## src/rtl/ps2tx_pkg.sv

```systemverilog
package ps2tx_pkg;

  typedef enum logic [2:0] {
    ST_IDLE,
    ST_INHIBIT,
    ST_START,
    ST_WAIT_FIRST,
    ST_SHIFT
  } txState_e;

  // strobes from control to datapath
  typedef struct packed {
    logic load;
    logic shift;
  } dpCtrl_t;

  localparam logic [1:0] STAT_OK      = 2'd0;
  localparam logic [1:0] STAT_TIMEOUT = 2'd1;
  localparam logic [1:0] STAT_BADACK  = 2'd2;

  // data bits + parity + stop, each presented on one falling edge
  localparam int FRAME_BITS = 10;

endpackage

```

## src/rtl/ps2tx_datapath.sv

```systemverilog
module ps2tx_datapath
  import ps2tx_pkg::*;
#(
  parameter int SYNC_STAGES = 2
) (
  input  logic       clk,
  input  logic       rstN,
  input  dpCtrl_t    ctl,
  input  logic [7:0] txByte,
  input  logic       ps2ClkIn,
  input  logic       ps2DatIn,
  output logic       fallEdge,
  output logic       datSync,
  output logic       bitQ
);

  localparam int LAST = SYNC_STAGES - 1;

  logic [LAST:0] clkPipe;
  logic [LAST:0] datPipe;
  logic          clkPrev;
  logic [FRAME_BITS-1:0] shReg;

  generate
    if (SYNC_STAGES == 1) begin : gSyncOne
      always_ff @(posedge clk or negedge rstN) begin
        if (!rstN) begin
          clkPipe <= '1;
          datPipe <= '1;
        end else begin
          clkPipe[0] <= ps2ClkIn;
          datPipe[0] <= ps2DatIn;
        end
      end
    end else begin : gSyncMulti
      always_ff @(posedge clk or negedge rstN) begin
        if (!rstN) begin
          clkPipe <= '1;
          datPipe <= '1;
        end else begin
          clkPipe <= {clkPipe[LAST-1:0], ps2ClkIn};
          datPipe <= {datPipe[LAST-1:0], ps2DatIn};
        end
      end
    end
  endgenerate

  always_ff @(posedge clk or negedge rstN) begin
    if (!rstN) clkPrev <= 1'b1;
    else       clkPrev <= clkPipe[LAST];
  end

  assign fallEdge = clkPrev & ~clkPipe[LAST];
  assign datSync  = datPipe[LAST];

  // frame shift register: {stop, odd parity, data[7:0]}
  always_ff @(posedge clk or negedge rstN) begin
    if (!rstN) begin
      shReg <= '1;
      bitQ  <= 1'b1;
    end else if (ctl.load) begin
      shReg <= {1'b1, ~^txByte, txByte};
      bitQ  <= 1'b1;
    end else if (ctl.shift) begin
      bitQ  <= shReg[0];
      shReg <= {1'b1, shReg[FRAME_BITS-1:1]};
    end
  end

  AST_PARITY_LOAD: assert property (@(posedge clk) disable iff (!rstN)
    ctl.load |=> (^shReg[8:0]) == 1'b1);

endmodule

```

## src/rtl/ps2tx_ctrl.sv

```systemverilog
module ps2tx_ctrl
  import ps2tx_pkg::*;
#(
  parameter int INH_CYC   = 500,
  parameter int FIRST_CYC = 3000,
  parameter int BIT_CYC   = 150
) (
  input  logic       clk,
  input  logic       rstN,
  input  logic       txStart,
  input  logic       fallEdge,
  input  logic       datSync,
  input  logic       bitQ,
  output dpCtrl_t    ctl,
  output logic       busy,
  output logic       done,
  output logic [1:0] status,
  output logic       clkOe,
  output logic       datOe
);

  localparam int TMAX_A = (INH_CYC > BIT_CYC) ? INH_CYC : BIT_CYC;
  localparam int TMAX   = (FIRST_CYC > TMAX_A) ? FIRST_CYC : TMAX_A;
  localparam int TW     = $clog2(TMAX + 1);
  localparam int EW     = $clog2(FRAME_BITS + 1);

  localparam logic [TW-1:0] INH_LD   = TW'(INH_CYC - 1);
  localparam logic [TW-1:0] FIRST_LD = TW'(FIRST_CYC - 1);
  localparam logic [TW-1:0] BIT_LD   = TW'(BIT_CYC - 1);
  localparam logic [EW-1:0] LAST_EDGE = EW'(FRAME_BITS);

  txState_e      state;
  logic [TW-1:0] tmr;
  logic [EW-1:0] edgeCnt;
  logic          tmrZero;

  assign tmrZero   = (tmr == '0);
  assign busy      = (state != ST_IDLE);
  assign clkOe     = (state == ST_INHIBIT) || (state == ST_START);
  assign datOe     = (state == ST_START) || (state == ST_WAIT_FIRST) ||
                     ((state == ST_SHIFT) && !bitQ);
  assign ctl.load  = (state == ST_IDLE) && txStart;
  assign ctl.shift = fallEdge && ((state == ST_WAIT_FIRST) ||
                     ((state == ST_SHIFT) && (edgeCnt != LAST_EDGE)));

  always_ff @(posedge clk or negedge rstN) begin
    if (!rstN) begin
      state   <= ST_IDLE;
      tmr     <= '0;
      edgeCnt <= '0;
      done    <= 1'b0;
      status  <= STAT_OK;
    end else begin
      done <= 1'b0;
      unique case (state)
        ST_IDLE: begin
          if (txStart) begin
            state <= ST_INHIBIT;
            tmr   <= INH_LD;
          end
        end
        ST_INHIBIT: begin
          if (tmrZero) begin
            state <= ST_START;
            tmr   <= INH_LD;
          end else tmr <= tmr - 1'b1;
        end
        ST_START: begin
          if (tmrZero) begin
            state <= ST_WAIT_FIRST;
            tmr   <= FIRST_LD;
          end else tmr <= tmr - 1'b1;
        end
        ST_WAIT_FIRST: begin
          if (fallEdge) begin
            state   <= ST_SHIFT;
            edgeCnt <= EW'(1);
            tmr     <= BIT_LD;
          end else if (tmrZero) begin
            state  <= ST_IDLE;
            done   <= 1'b1;
            status <= STAT_TIMEOUT;
          end else tmr <= tmr - 1'b1;
        end
        ST_SHIFT: begin
          if (fallEdge) begin
            if (edgeCnt == LAST_EDGE) begin
              state  <= ST_IDLE;
              done   <= 1'b1;
              status <= datSync ? STAT_BADACK : STAT_OK;
            end else begin
              edgeCnt <= edgeCnt + 1'b1;
              tmr     <= BIT_LD;
            end
          end else if (tmrZero) begin
            state  <= ST_IDLE;
            done   <= 1'b1;
            status <= STAT_TIMEOUT;
          end else tmr <= tmr - 1'b1;
        end
        default: state <= ST_IDLE;
      endcase
    end
  end

  AST_DONE_RELEASE: assert property (@(posedge clk) disable iff (!rstN)
    done |-> (!clkOe && !datOe && !busy));
  AST_DONE_PULSE: assert property (@(posedge clk) disable iff (!rstN)
    done |=> !done);
  AST_START_HELD: assert property (@(posedge clk) disable iff (!rstN)
    $fell(clkOe) |-> datOe);
  AST_INHIBIT_ORDER: assert property (@(posedge clk) disable iff (!rstN)
    ($rose(datOe) && clkOe) |-> $past(clkOe));

endmodule

```

## src/rtl/ps2_host_tx.sv

```systemverilog
module ps2_host_tx
  import ps2tx_pkg::*;
#(
  parameter int CLK_HZ      = 50_000_000,
  parameter int INHIBIT_US  = 500,
  parameter int FIRST_US    = 3000,
  parameter int BIT_US      = 150,
  parameter int SYNC_STAGES = 2
) (
  input  logic       clk,
  input  logic       rstN,
  input  logic [7:0] txByte,
  input  logic       txStart,
  output logic       busy,
  output logic       done,
  output logic [1:0] status,
  input  logic       ps2ClkIn,
  input  logic       ps2DatIn,
  output logic       ps2ClkOe,
  output logic       ps2DatOe
);

  localparam int CYC_PER_US = CLK_HZ / 1_000_000;
  localparam int INH_CYC    = INHIBIT_US * CYC_PER_US;
  localparam int FIRST_CYC  = FIRST_US * CYC_PER_US;
  localparam int BIT_CYC    = BIT_US * CYC_PER_US;

  dpCtrl_t ctl;
  logic    fallEdge;
  logic    datSync;
  logic    bitQ;

  ps2tx_ctrl #(
    .INH_CYC  (INH_CYC),
    .FIRST_CYC(FIRST_CYC),
    .BIT_CYC  (BIT_CYC)
  ) uCtrl (
    .clk     (clk),
    .rstN    (rstN),
    .txStart (txStart),
    .fallEdge(fallEdge),
    .datSync (datSync),
    .bitQ    (bitQ),
    .ctl     (ctl),
    .busy    (busy),
    .done    (done),
    .status  (status),
    .clkOe   (ps2ClkOe),
    .datOe   (ps2DatOe)
  );

  ps2tx_datapath #(
    .SYNC_STAGES(SYNC_STAGES)
  ) uDp (
    .clk     (clk),
    .rstN    (rstN),
    .ctl     (ctl),
    .txByte  (txByte),
    .ps2ClkIn(ps2ClkIn),
    .ps2DatIn(ps2DatIn),
    .fallEdge(fallEdge),
    .datSync (datSync),
    .bitQ    (bitQ)
  );

endmodule

```

## config.mk

```make
export PLATFORM = sky130hd
export DESIGN_NAME = ps2_host_tx
export DESIGN_NICKNAME = d
export VERILOG_FILES = /design/src/rtl/ps2tx_pkg.sv /design/src/rtl/ps2tx_datapath.sv /design/src/rtl/ps2tx_ctrl.sv /design/src/rtl/ps2_host_tx.sv
export SDC_FILE = /design/constraint.sdc
export NUM_CORES = 1
export LEC_CHECK = 0
export CORE_MARGIN = 2
export CORE_UTILIZATION = 63
export DETAILED_ROUTE_END_ITERATION = 12
export PLACE_DENSITY_LB_ADDON = 0.1
export SYNTH_ARGS = -nofsm -noshare
export SYNTH_HDL_FRONTEND = slang
export SYNTH_SLANG_ARGS = --single-unit
```

## constraint.sdc

```tcl
create_clock -name clk -period 6.1 [get_ports clk]
set_input_delay 0.915 -clock clk [delete_from_list [all_inputs] [get_ports clk]]
set_output_delay 0.915 -clock clk [all_outputs]
set_load 0.01 [all_outputs]
```

==> qor.csv <==
metric,value,unit
ys_seq_area_frac,0.4417,
rsz0062_at_grt,false,
vias,2095,
hold_end,uDp.clkPipe[1],
timing.rr.start,uCtrl.tmr[0],
most-common-layout-cells,"nor2_1 (29), dfrtp_1 (28), a21oi_1 (26)",
wl_per_cell,15.99,um
finalWorstPathRequiredPeriod,3.232,ns
critPathKind,reg2out,
grt_pass1_vias,1940,
worst_slew_pin_slew,1.130,ns
n_fill_cell,297,
synthCells,270,
fin_ws,2.868,ns
route.detailed.drc,0,
required,5.18,ns
synth_area,0.002479,sq mm
syn_area_per_cell,9.180,sq um
grt.total_usage,0.2632,
avgViaCountPerCell,6.310,
p_leak,1.086,nW
nets,299,
drt_wl_total,5.309,mm
cts_sinks,43,
grt_util_met2,0.4025,
antenna_found_initial,0,
finalSetupTns,0,ns
arrival,2.32,ns
finalHoldViolCount,0,
p_per_area,253.3,mW/mm^2
ff2ff_path_depth,8,
cts_root_buf,clkbuf_8,
ys.flop_type,dfrtp_1,
ys_seq_elements,43,
whs_path_depth,0,
relSlewSlack,0.2365,
htreeDepth,2,
ys_warn_count,0,
drv_slew,0,
cts_buffers,5,
hold_class,reg2reg,
final_common_cell,nor2_1,
initial_core_util,0.6670,
grt-ovfl-total,0,
drtIter0Drc,250,
regArea,0.001095,sq mm
insertion_delay,0.30,ns
die_y,66.73,um
async_reset_ff_frac,1.000,
finalClockSkew,0.01632,ns
grt_pass1_wl,8.859,mm
start_kind,register,
crit_path_end_kind,output port,
grt_max_degree,44,
dp_hpwl,3.678,mm
synth.distinct_cells,55,
fmax,0.3094,GHz
gr-usage-met3,0.05912,
dieWidth,66.73,um
grt-busiest-layer,met2,
ant_nets,0,
areaGrowthSynthToFinish,10.35,%
use_met1,0.3725,
rows,22,
drt_first_pass_iters,4,
status,"finished, final reports clean",
min-delay-start,uDp.clkPipe[0],
maxCapViolations,0,
layout.cells.non_filler,332,
drive_gt1_frac,0.09859,
hold_buffers,0,
regToRegEndpoint,uCtrl.tmr[9],
post-place-cells,324,
multi_input_area,0.001280,sq mm
cts.path.max_buffers,2,
synth_enable_flop_cells,0,
dieArea,0.004452,sq mm
cts.repair.resized,0,
port_buffers,18,
top_level_ports,19,
setup_violations,0,
crit_path_max_fanout,13,
placeableCoreArea,0.003716,sq mm
path_clk_slew,0.09,ns
peakVddDrop,0.0002436,V
place_worst_setup_slack,2.875,ns
fin_crit_sh,0.5298,
postCtsSetupRepairBufs,0,
tritoncts,done,
syn_nets,286,
antennaDiodeCount,0,
gp_congestion,0.9176,
reg2reg_slack,3.04,ns
[flip-flops by register name, indices dropped and copies added, names as in the netlist]
register and cells:
uDp.bitQ 1, uCtrl.tmr 18, uCtrl.done 1, uDp.clkPrev 1, uCtrl.edgeCnt 4, uDp.clkPipe 2, uCtrl.status 2, uDp.shReg 9
uCtrl.state 3, uDp.datPipe 2
[cell usage after synthesis (all sizes together) (2+ instances only)]
cell type / number / area (sq um)
a221o: 2 / 20.02
nor4: 3 / 18.77
inv: 10 / 37.54
nand3b: 4 / 30.03
dfrtp: 28 / 700.7
o2bb2ai: 3 / 26.28
xor2: 3 / 26.28
nor2: 30 / 115.1
nor2b: 2 / 12.51
or3: 4 / 25.02
ha: 3 / 37.54
o21ai: 26 / 130.1
nor3: 5 / 25.02
nand2: 24 / 90.09
a21oi: 26 / 130.1
and2: 2 / 12.51
a31oi: 5 / 31.28
o22ai: 2 / 12.51
nor4b: 3 / 26.28
clkbuf: 8 / 30.03
xnor2: 6 / 52.55
dfstp: 15 / 394.1
nand2b: 6 / 37.54
a311oi: 2 / 17.52
o22a: 2 / 17.52
nand3: 3 / 15.01
and3: 4 / 25.02
buf: 5 / 36.28
mux2i: 10 / 100.1
a211oi: 2 / 15.01
nor3b: 2 / 15.01
[layer usage]
metal	vias up	part of all wire
met2	60	0.48
met1	1020	0.45
li1	1008	-
met4	0	0.011
met3	7	0.056
met5	-	0
[worst max path at each step]
stage                         from           end  slack [ns]  depth (start not counted)
floorplan            uCtrl.tmr[10]  uCtrl.tmr[9]        3.54                          9
global placement           txStart  uCtrl.tmr[8]        2.94                          6
detailed placement         txStart  uCtrl.tmr[8]        2.87                          6
CTS                 uCtrl.state[0]      ps2DatOe        2.86                          3
global route        uCtrl.state[0]      ps2DatOe        2.77                          3
finish              uCtrl.state[2]      ps2DatOe        2.87                          3
[stage by stage]
step,hold slack [ns],util,area (sq um),total power [mW]
floorplan,0.3452,-,2479,0.4800
global placement,0.3467,0.7145,2655,0.5136
detailed placement,0.3484,0.7145,2655,0.5207
CTS,0.3629,0.7360,2735,0.6958
global route,0.3612,0.7360,2735,0.7376
finish,0.3583,0.7360,2735,0.6929
[cell type report]
type,instances,share of cell area
clock buffer,8,0.02928
inverter,10,0.01372
multi-input combinational,204,0.4680
sequential,43,0.4003
tap,48,0.02196
timing repair buffer,19,0.06679
[where the power goes]
part | leakage [nW] | switching [mW] | total (mW) | internal [mW]
Clock | 0.0395 | 0.0927 | 0.174 | 0.0814
Combinational | 0.534 | 0.0733 | 0.135 | 0.0618
Sequential | 0.513 | 0.0458 | 0.384 | 0.338
[worst max-delay path: stages, from the launching register on]
cell and delay (ns):
dfrtp_1 0.61, or3b_2 0.59, o21ai_0 0.24, clkdlybuf4s50_1 0.57
[cell families (layout without fill, tap and decap cells)]
family                   count (synthesis)  count (layout)  synth area share
buffers and inverters                   23              37           0.04190
adder cells (fa/ha/maj)                  3               3           0.01515
XOR/XNOR                                 9               9           0.03180
AO/OA/AOI/OAI                           87              87            0.2368
multiplexers                            10              10           0.04039
AND/OR/NAND/NOR                         95              95            0.1923
flip-flops                              43              43            0.4417
Power figures use the tool's default switching activity.
